==> src/rtl/erc_pkg.sv <==
package erc_pkg;
  localparam int STATUS_W = 32;
  localparam int IDX_W = $clog2(STATUS_W);

  localparam logic [STATUS_W-1:0] UNC_SUPPORTED   = 32'h03FF_F030;
  localparam logic [STATUS_W-1:0] UNC_SEV_DEFAULT = 32'h0046_2030;
  localparam logic [STATUS_W-1:0] COR_SUPPORTED   = 32'h0000_F1C1;
  localparam logic [STATUS_W-1:0] COR_MASK_RESET  = 32'h0000_2000;

  localparam int UR_BIT       = 20;
  localparam int ADVISORY_BIT = 13;
  localparam int HDR_OVF_BIT  = 15;

  // control register bits
  localparam int CTL_COR_EN   = 0;
  localparam int CTL_NF_EN    = 1;
  localparam int CTL_FATAL_EN = 2;
  localparam int CTL_UR_EN    = 3;
  localparam int CTL_SERR_EN  = 4;
  localparam int CTL_W        = 5;

  // device status bits
  localparam int DEV_COR   = 0;
  localparam int DEV_NF    = 1;
  localparam int DEV_FATAL = 2;
  localparam int DEV_UR    = 3;
  localparam int DEV_W     = 4;

  localparam logic [2:0] ADR_UNC_STAT = 3'd0;
  localparam logic [2:0] ADR_UNC_MASK = 3'd1;
  localparam logic [2:0] ADR_UNC_SEV  = 3'd2;
  localparam logic [2:0] ADR_COR_STAT = 3'd3;
  localparam logic [2:0] ADR_COR_MASK = 3'd4;
  localparam logic [2:0] ADR_CTL      = 3'd5;
  localparam logic [2:0] ADR_DEV_STAT = 3'd6;

  typedef enum logic [1:0] {
    SEV_NONE     = 2'b00,
    SEV_COR      = 2'b01,
    SEV_NONFATAL = 2'b10,
    SEV_FATAL    = 2'b11
  } sev_e;

  typedef enum logic {ST_IDLE, ST_EVAL} ctrlState_e;

  typedef struct packed {
    logic loadEv;
    logic loadOvf;
    logic commit;
  } strobes_t;
endpackage

==> src/rtl/erc_ctrl.sv <==
module erc_ctrl
  import erc_pkg::*;
(
  input  logic     clk,
  input  logic     rstN,
  input  logic     evValid,
  input  logic     ovfHit,
  output logic     evReady,
  output strobes_t strobes
);
  ctrlState_e state, stateNext;

  always_comb begin
    evReady         = (state == ST_IDLE);
    strobes.loadEv  = (state == ST_IDLE) && evValid;
    strobes.commit  = (state == ST_EVAL);
    strobes.loadOvf = (state == ST_EVAL) && ovfHit;
    stateNext = state;
    case (state)
      ST_IDLE: if (evValid) stateNext = ST_EVAL;
      ST_EVAL: stateNext = ovfHit ? ST_EVAL : ST_IDLE;
      default: stateNext = ST_IDLE;
    endcase
  end

  always_ff @(posedge clk) begin
    if (!rstN) state <= ST_IDLE;
    else       state <= stateNext;
  end

  assert_accept_then_busy_R10: assert property (@(posedge clk) disable iff (!rstN)
    (evValid && evReady) |=> !evReady);
endmodule

==> src/rtl/erc_datapath.sv <==
module erc_datapath
  import erc_pkg::*;
#(
  parameter int SRC_W = 16
) (
  input  logic                clk,
  input  logic                rstN,
  input  strobes_t            strobes,
  input  logic [STATUS_W-1:0] evStatus,
  input  logic                evCorrectable,
  input  logic                evAdvisory,
  input  logic [SRC_W-1:0]    evSource,
  input  logic                regWrEn,
  input  logic [2:0]          regAddr,
  input  logic [STATUS_W-1:0] regWrData,
  output logic [STATUS_W-1:0] regRdData,
  input  logic                logOverflow,
  output logic                logReq,
  output logic [IDX_W-1:0]    logIdx,
  output logic                ovfHit,
  output logic                msgValid,
  output logic [1:0]          msgSev,
  output logic [SRC_W-1:0]    msgSource
);
  // captured event
  logic [STATUS_W-1:0] curStatus;
  logic                curCor;
  logic                curAdv;
  logic [SRC_W-1:0]    curSrc;

  // registers
  logic [STATUS_W-1:0] uncStatus, uncMask, uncSev, corStatus, corMask;
  logic [CTL_W-1:0]    ctl;
  logic [DEV_W-1:0]    devStatus;

  // decision
  logic [STATUS_W-1:0] sel, corBit, uncBit, corSet, uncSet;
  logic [DEV_W-1:0]    devSet;
  logic                oneHot, isUr, isFatal, toCor, doLog, doSend;
  sev_e                sev;

  function automatic logic [IDX_W-1:0] bitIndex(input logic [STATUS_W-1:0] v);
    bitIndex = '0;
    for (int i = 0; i < STATUS_W; i++)
      if (v[i]) bitIndex = IDX_W'(i);
  endfunction

  always_ff @(posedge clk) begin
    if (!rstN) begin
      curStatus <= '0;
      curCor    <= 1'b0;
      curAdv    <= 1'b0;
      curSrc    <= '0;
    end else if (strobes.loadEv) begin
      curStatus <= evStatus;
      curCor    <= evCorrectable;
      curAdv    <= evAdvisory;
      curSrc    <= evSource;
    end else if (strobes.loadOvf) begin
      curStatus <= STATUS_W'(1) << HDR_OVF_BIT;
      curCor    <= 1'b1;
      curAdv    <= 1'b0;
      curSrc    <= '0;
    end
  end

  always_comb begin
    sel     = curStatus & (curCor ? COR_SUPPORTED : UNC_SUPPORTED);
    oneHot  = (sel != '0) && ((sel & (sel - STATUS_W'(1))) == '0);
    isUr    = !curCor && sel[UR_BIT];
    isFatal = !curCor && ((sel & uncSev) != '0);
    toCor   = curCor || (!isFatal && curAdv);
    corBit  = curCor ? sel : (STATUS_W'(1) << ADVISORY_BIT);
    uncBit  = curCor ? '0 : sel;
    devSet  = '0;
    corSet  = '0;
    uncSet  = '0;
    doLog   = 1'b0;
    doSend  = 1'b0;
    sev     = SEV_NONE;
    if (oneHot) begin
      devSet[DEV_UR] = isUr;
      if (toCor) begin
        devSet[DEV_COR] = 1'b1;
        corSet = corBit;
        if ((corMask & corBit) == '0) begin
          if (!curCor) begin
            doLog  = ((uncMask & uncBit) == '0);
            uncSet = uncBit;
          end
          doSend = ctl[CTL_COR_EN] && !(isUr && !ctl[CTL_UR_EN]);
          sev    = SEV_COR;
        end
      end else begin
        devSet[DEV_FATAL] = isFatal;
        devSet[DEV_NF]    = !isFatal;
        uncSet = uncBit;
        if ((uncMask & uncBit) == '0) begin
          doLog  = 1'b1;
          doSend = !(isUr && !ctl[CTL_UR_EN] && !ctl[CTL_SERR_EN]) &&
                   (ctl[CTL_SERR_EN] || (isFatal ? ctl[CTL_FATAL_EN] : ctl[CTL_NF_EN]));
          sev    = isFatal ? SEV_FATAL : SEV_NONFATAL;
        end
      end
    end
    if (!doSend) sev = SEV_NONE;
  end

  assign logReq = strobes.commit && doLog;
  assign logIdx = bitIndex(uncBit);
  assign ovfHit = doLog && doSend && logOverflow;

  // register file
  logic wrUncStat, wrCorStat, wrDevStat;
  assign wrUncStat = regWrEn && (regAddr == ADR_UNC_STAT);
  assign wrCorStat = regWrEn && (regAddr == ADR_COR_STAT);
  assign wrDevStat = regWrEn && (regAddr == ADR_DEV_STAT);

  always_ff @(posedge clk) begin
    if (!rstN) begin
      uncStatus <= '0;
      uncMask   <= '0;
      uncSev    <= UNC_SEV_DEFAULT;
      corStatus <= '0;
      corMask   <= COR_MASK_RESET;
      ctl       <= '0;
      devStatus <= '0;
      msgValid  <= 1'b0;
      msgSev    <= SEV_NONE;
      msgSource <= '0;
    end else begin
      uncStatus <= (uncStatus & ~(wrUncStat ? regWrData : '0)) | (strobes.commit ? uncSet : '0);
      corStatus <= (corStatus & ~(wrCorStat ? regWrData : '0)) | (strobes.commit ? corSet : '0);
      devStatus <= (devStatus & ~(wrDevStat ? regWrData[DEV_W-1:0] : '0)) |
                   (strobes.commit ? devSet : '0);
      if (regWrEn) begin
        case (regAddr)
          ADR_UNC_MASK: uncMask <= regWrData & UNC_SUPPORTED;
          ADR_UNC_SEV:  uncSev  <= regWrData & UNC_SUPPORTED;
          ADR_COR_MASK: corMask <= regWrData & COR_SUPPORTED;
          ADR_CTL:      ctl     <= regWrData[CTL_W-1:0];
          default: ;
        endcase
      end
      msgValid  <= strobes.commit && doSend;
      msgSev    <= (strobes.commit && doSend) ? sev : SEV_NONE;
      msgSource <= (strobes.commit && doSend) ? curSrc : '0;
    end
  end

  always_comb begin
    case (regAddr)
      ADR_UNC_STAT: regRdData = uncStatus;
      ADR_UNC_MASK: regRdData = uncMask;
      ADR_UNC_SEV:  regRdData = uncSev;
      ADR_COR_STAT: regRdData = corStatus;
      ADR_COR_MASK: regRdData = corMask;
      ADR_CTL:      regRdData = STATUS_W'(ctl);
      ADR_DEV_STAT: regRdData = STATUS_W'(devStatus);
      default:      regRdData = '0;
    endcase
  end

  assert_msg_after_commit_R10: assert property (@(posedge clk) disable iff (!rstN)
    msgValid |-> $past(strobes.commit));
  assert_msg_sev_known_R6: assert property (@(posedge clk) disable iff (!rstN)
    msgValid |-> (msgSev != SEV_NONE));
  assert_log_unmasked_R5: assert property (@(posedge clk) disable iff (!rstN)
    logReq |-> ((uncMask & (STATUS_W'(1) << logIdx)) == '0));
  assert_dev_stable_R11: assert property (@(posedge clk) disable iff (!rstN)
    (!strobes.commit && !wrDevStat) |=> $stable(devStatus));
  assert_unc_sticky_R11: assert property (@(posedge clk) disable iff (!rstN)
    !wrUncStat |=> ((uncStatus & $past(uncStatus)) == $past(uncStatus)));
endmodule

==> src/rtl/err_signal_classifier.sv <==
module err_signal_classifier
  import erc_pkg::*;
#(
  parameter int SRC_W = 16
) (
  input  logic                clk,
  input  logic                rstN,
  input  logic                evValid,
  output logic                evReady,
  input  logic [STATUS_W-1:0] evStatus,
  input  logic                evCorrectable,
  input  logic                evAdvisory,
  input  logic [SRC_W-1:0]    evSource,
  input  logic                regWrEn,
  input  logic [2:0]          regAddr,
  input  logic [STATUS_W-1:0] regWrData,
  output logic [STATUS_W-1:0] regRdData,
  output logic                logReq,
  output logic [IDX_W-1:0]    logIdx,
  input  logic                logOverflow,
  output logic                msgValid,
  output logic [1:0]          msgSev,
  output logic [SRC_W-1:0]    msgSource
);
  strobes_t strobes;
  logic     ovfHit;

  erc_ctrl uCtrl (
    .clk     (clk),
    .rstN    (rstN),
    .evValid (evValid),
    .ovfHit  (ovfHit),
    .evReady (evReady),
    .strobes (strobes)
  );

  erc_datapath #(.SRC_W(SRC_W)) uDp (
    .clk           (clk),
    .rstN          (rstN),
    .strobes       (strobes),
    .evStatus      (evStatus),
    .evCorrectable (evCorrectable),
    .evAdvisory    (evAdvisory),
    .evSource      (evSource),
    .regWrEn       (regWrEn),
    .regAddr       (regAddr),
    .regWrData     (regWrData),
    .regRdData     (regRdData),
    .logOverflow   (logOverflow),
    .logReq        (logReq),
    .logIdx        (logIdx),
    .ovfHit        (ovfHit),
    .msgValid      (msgValid),
    .msgSev        (msgSev),
    .msgSource     (msgSource)
  );
endmodule

==> config.mk <==
export PLATFORM = sky130hd
export DESIGN_NAME = err_signal_classifier
export DESIGN_NICKNAME = d
export VERILOG_FILES = /design/src/rtl/erc_pkg.sv /design/src/rtl/erc_ctrl.sv /design/src/rtl/erc_datapath.sv /design/src/rtl/err_signal_classifier.sv
export SDC_FILE = /design/constraint.sdc
export NUM_CORES = 1
export LEC_CHECK = 0
export CORE_MARGIN = 2
export CORE_UTILIZATION = 54
export DETAILED_ROUTE_END_ITERATION = 12
export PLACE_DENSITY = 0.88
export SYNTH_ARGS = -nofsm -noshare
export SYNTH_HDL_FRONTEND = slang
export SYNTH_SLANG_ARGS = --single-unit
==> constraint.sdc <==
create_clock -name clk -period 3.9 [get_ports clk]
set_clock_uncertainty 0.2 [all_clocks]
set_input_delay 0.78 -clock clk [delete_from_list [all_inputs] [get_ports clk]]
set_output_delay 0.78 -clock clk [all_outputs]
set_load 0.005 [all_outputs]
-- Word-level counts from Yosys, hierarchy flattened
Cells that the tools add are included.
- eq/ne operators: 6
- $add $sub $neg: 1
- bitwise operators: 15
- muxes and demuxes: 75
- reductions and logical operators: 38
- operator list (cell ; count):
    $mux W32 ; 14
    $pmux W32 S7 ; 1
    $and A32 B32 Y32 ; 4
    $logic_not A32 Y1 ; 3
    $mux W5 ; 16
    $not A32 Y32 ; 2
    $or A32 B32 Y32 ; 2
    $reduce_bool A32 Y1 ; 2
    $mux W4 ; 11
    $and A16 B32 Y32 ; 1
    $and A26 B32 Y32 ; 1
    $and A32 B26 Y32 ; 1
    $mux W16 ; 2
    $sub A32 B1 Y32 const B ; 1
    $mux W26 ; 1
    $mux W1 ; 20
    $logic_and A1 B1 Y1 ; 17
    $mux W3 ; 4
    $mux W2 ; 5
    $reduce_and A2 Y1 ; 5
    $eq A3 B3 Y1 const B ; 3
    $eq A3 B2 Y1 const B ; 2
    $logic_not A1 Y1 ; 6
    $and A4 B4 Y4 ; 1
    9 further kinds ; 10
- word-level logic and storage cells: 150
- register bits: 183
- output and inout port bits: 58
- bits of input ports: 90

-- Depth between registers and ports, before layout
- word-level depth: 34
- depth in mapped cells: 9

-- Cells and area by module
A second synthesis with hierarchy kept.
- cell total of the unflattened synthesis: 914
- area total of the unflattened synthesis: 7805.0 µm²
- by module, submodules not included (module ; sequential area each (µm²) ; times used ; area each (µm²) ; cells each):
    erc_datapath ; 3403.3 ; 1 ; 7751.2 ; 908
    erc_ctrl ; 20.0 ; 1 ; 53.8 ; 6

-- Worst setup path before layout
Ideal clock, no wire load.
- path kind: input to output
- from: input port regAddr[0]
- to: output port regRdData[16]
- path slack: 0.656 ns
- arrival: 2.264 ns
- stages on the path: 4
- required time: 2.920 ns
- cell sequence: clkbuf_1 -> buf_1 -> mux4_2 -> nor2b_1
- longest elaborated chain between the ends: 2
- RTL lines (what ; line ; text):
    start, declared ; err_signal_classifier.sv:15 ; input logic [2:0] regAddr,
    $eq A3 B3 Y1 (tied with other cells) ; erc_datapath.sv:152 ; case (regAddr)
    $pmux W32 S7 (*) ; erc_datapath.sv:152 ;
    end, declared ; err_signal_classifier.sv:17 ; output logic [STATUS_W-1:0] regRdData,
Mark *: on every way between the ends. The rest lies on a longest branch, timed or not.

-- Final worst setup path
- from: register uDp.curStatus[4]
- to: output port logReq
- longest elaborated chain between the ends: 10
- RTL lines (what ; line ; text):
    start, declared ; erc_datapath.sv:26 ; logic [STATUS_W-1:0] curStatus;
    start signal, assigned ; erc_datapath.sv:55 ; curStatus <= evStatus;
    start signal, assigned ; erc_datapath.sv:60 ; curStatus <= STATUS_W'(1) << HDR_OVF_BIT;
    $and A32 B32 Y32 (*) ; erc_datapath.sv:68 ; sel = curStatus & (curCor ? COR_SUPPORTED : UNC_SUPPORTED);
    branches (longest 7 deep; another with $sub A32 B1 Y32) ; n/a ;
    $mux W1 (*) ; erc_datapath.sv:81 ; if (oneHot) begin
    $logic_and A1 B1 Y1 (*) ; erc_datapath.sv:109 ; assign logReq = strobes.commit && doLog;
    end, declared ; err_signal_classifier.sv:18 ; output logic logReq,
Mark *: on every way between the ends.

==> metrics.md <==
| Metric | Value |
|---|---|
| Area contributors post-synth | `dfxtp_1 45%, nand2_1 12%, a21oi_1 7.5%` |
| Area growth syn-to-layout | `30.40%` |
| FF-to-FF End | `uDp.uncStatus[25]$_SDFF_PN0_` |
| Critical path's slowest cell | `clkdlybuf4s50_1` |
| CP arrival | `~2900 ps` |
| Detail Placement HPWL | `15370 um` |
| Worst setup path end | `logReq` |
| Register area | `0.003428 sq mm` |
| Worst Path Max Fanout | `7` |
| Synthesized Nets | `1007` |
| Outcome | `completed` |
| Starting Density | `0.5514` |
| Diodes inserted | `0` |
| Yosys top cell area share | `0.4490` |
| I/O pin cnt | `148` |
| Pwr dens | `440.6 mW/mm^2` |
| CTS tree | `built` |
| Fraction of layout cells with a size suffix above 1 | `0.1262` |
| First-pass GRT wire length | `36860 um` |
| Final worst path period share | `0.9851` |
| CP Buf/Inv Count | `1` |
| CTS Buffer Depth | `2` |
| DRC | `0` |
| DRT Wirelength | `23310 um` |
| Max cap viols | `0` |
| Post-synth cell types | `63` |
| Power Total | `around 4400 uW` |
| Seq/Total Area, Yosys | `0.4490` |
| Unrepaired setup endpoints after global routing | `true` |
| Clk sinks | `about 170` |
| Synth async-reset ratio | `0` |
| CP startpoint | `uDp.curStatus[4]$_SDFFE_PN0P_` |
| P_leak | `around 0.0037 uW` |
| Synth warn | `0` |
| WL per Instance | `18.89 um` |
| Root buf cell | `clkbuf_16` |
| Final nets | `1131` |
| Synth cell count leaders | `239 x nand2_1, 171 x dfxtp_1, 114 x a21oi_1, 47 x clkbuf_1, 44 x nor2_1` |
| CP Depth | `7` |
| CTS Hold Bufs | `0` |
| CP Data Required Time | `2920 ps` |
| Clock latency on the worst-skew pair | `roughly 430 ps` |
| Final hold violations | `0` |
| Initial antenna violation count | `0` |
| Die X | `about 120 um` |
| WHS Path Cells | `2` |
| Die H | `122.8 um` |
| Largest net degree at the start of global routing | `79` |
| Crit path time final | `3842 ps` |
| Worst VDD drop | `around 0.28 mV` |
| Fin. max-slew vios | `0` |
| Fmax achieved | `0.2603 GHz` |
| Slew headroom | `0.4344` |
| Worst slew pin tran | `848.4 ps` |
| Tot GR Track Use | `0.3163` |
| Startpoint Class | `flip-flop` |
| Antenna-violating nets left | `0` |
| Full die area | `roughly 0.015 sq mm` |
| CORE AREA | `0.01383 sq mm` |
| Reg2Reg Setup Slack | `720 ps` |
| Vias post-DR | `between 7000 and 8000` |
| Crit path max-delay family | `simple AND/OR/NAND/NOR gates` |
| Clock-pin slew on the worst setup and hold paths | `60 ps` |
| Cell Area, Synth | `between 0.007 and 0.008 sq mm` |
| Critical path capture point type | `output pin` |
| Final setup vio count | `0` |
| Gpl congestion | `0.8776` |
| Setup CP Type | `reg -> out` |
| Multi-input combinational cell area | `0.003885 sq mm` |
| R2R Path Start | `uDp.curStatus[4]$_SDFFE_PN0P_` |
| Syn Inst Count | `917` |
| Synth Area per Inst | `roughly 8.3 sq um` |
| Initial detailed-routing violation count | `984` |
| Fin cells | `1234` |
| Post-layout util | `0.7189` |
| Synth area leader | `dfxtp_1` |
| Total CTS buffers | `17` |
| Inst Count DP | `1201` |
| Cell with the most instances after synthesis | `nand2_1` |
| Min-Delay Path Class | `reg -> reg` |
| Worst path cell trace | `nor3_1 > a31oi_2 > o311a_1 > nor3_4 > nand3_4 > nor2_1 > clkdlybuf4s50_1` |
| Overflow after GRT | `0` |
| Number of fill cells in the layout | `980` |
| DR pass1 iterations | `7` |
| CTS H-tree lvls | `4` |
| Number of flops mapped to enable cells by yosys | `0` |
| R2R depth | `8` |
| Worst path max stage delay | `540 ps` |
| Top_reg_cell synth | `dfxtp_1` |
| Number of port buffers | `135` |
| Vias in the first global route | `roughly 7200` |
| Setup tns final | `0 ps` |
| Std-Cell Rows | `43` |
| Seq cells post-synth | `171` |
| Vias per cell | `6.139` |
==> worst min-delay path, cell delays in order (launching register included) <==
cell,delay [ps]
dfxtp_1,310
nand2_1,50
a21oi_1,30
==> routing by layer <==
layer  track usage  wire [um]  vias up
met4        0.1444        822        0
met2        0.5145      11450      425
met1        0.4004       8915     3607
met3       0.07017       2123       93
met5             0          0        -
li1              -          -     3450
==> through the flow <==
| stage | worst slack [ps] | hold slack [ps] | instance area [sq um] |
|---|---|---|---|
| after floorplan | 656.3 | 208.5 | 7624 |
| after global placement | 169.3 | 215.0 | 9200 |
| after detailed placement | 156.8 | 221.5 | 9200 |
| after CTS | 19.28 | 232.2 | 9898 |
| after global routing | -39.55 | 248.1 | 9941 |
| final | 58.19 | 232.3 | 9941 |
==> cells by family (layout without fill, tap and decap cells) <==
kind of cell / after synthesis / count (layout) / share of synthesized area
multiplexers: 26 / 26 / 0.05235
flip-flops: 171 / 171 / 0.4490
XOR/XNOR: 1 / 1 / 0.001149
AND/OR/NAND/NOR: 386 / 386 / 0.2281
buffers and inverters: 79 / 216 / 0.04612
AO/OA/AOI/OAI: 254 / 254 / 0.2232
==> flip-flops by register name (all words and copies together), names as in the netlist <==
register	count
uDp.curStatus	20
uDp.uncSev	16
uDp.msgSev	2
uDp.devStatus	4
uDp.corStatus	32
uDp.curAdv	1
uDp.uncStatus	32
uDp.corMask	8
uCtrl.state	1
uDp.uncMask	16
uDp.ctl	5
uDp.msgSource	16
uDp.curSrc	16
uDp.msgValid	1
uDp.curCor	1
==> cell type report <==
class,instances,share of cell area
clock buffers,20,0.04594
clock inverters,12,0.02429
inverters,9,0.003776
multi-input cells,667,0.3908
flip-flops and latches,171,0.3449
well taps,180,0.02266
repair buffers,175,0.1677
==> repair_timing <==
action,CTS,global route
setup buffers,0,1
endpoints found under the setup margin,0,6
resized for setup,0,12
==> cell usage in the layout, fill, tap and decap left out, types with 14 or more instances in the layout <==
master,instances
a21oi_1,114
o21ai_0,17
nor2_1,42
clkbuf_16,17
buf_4,38
clkdlybuf4s50_1,133
nand2_1,239
dfxtp_1,167
a21oi_2,16
a22oi_1,37
nor2b_1,18
mux2i_1,14
and2_1,19
nand3_1,23
==> power by group <==
group / leakage [uW] / switching (uW) / internal (uW) / total [uW]
clock network: 0.000340 / 693 / 1300 / 1990
registers: 0.00139 / 53.7 / 1790 / 1840
logic: 0.00197 / 299 / 249 / 548
total: 0.00370 / 1050 / 3330 / 4380
==> how the worst min path moves through the flow <==
stage                                      start                           end
CTS                  uDp.uncStatus[6]$_SDFF_PN0_   uDp.uncStatus[6]$_SDFF_PN0_
finish               uDp.corStatus[5]$_SDFF_PN0_   uDp.corStatus[5]$_SDFF_PN0_
detailed placement   uDp.uncStatus[6]$_SDFF_PN0_   uDp.uncStatus[6]$_SDFF_PN0_
floorplan            uDp.corStatus[4]$_SDFF_PN0_   uDp.corStatus[4]$_SDFF_PN0_
global route        uDp.uncStatus[26]$_SDFF_PN0_  uDp.uncStatus[26]$_SDFF_PN0_
global placement    uDp.corStatus[16]$_SDFF_PN0_  uDp.corStatus[16]$_SDFF_PN0_
Note: power is estimated with default switching activity, not from simulation.
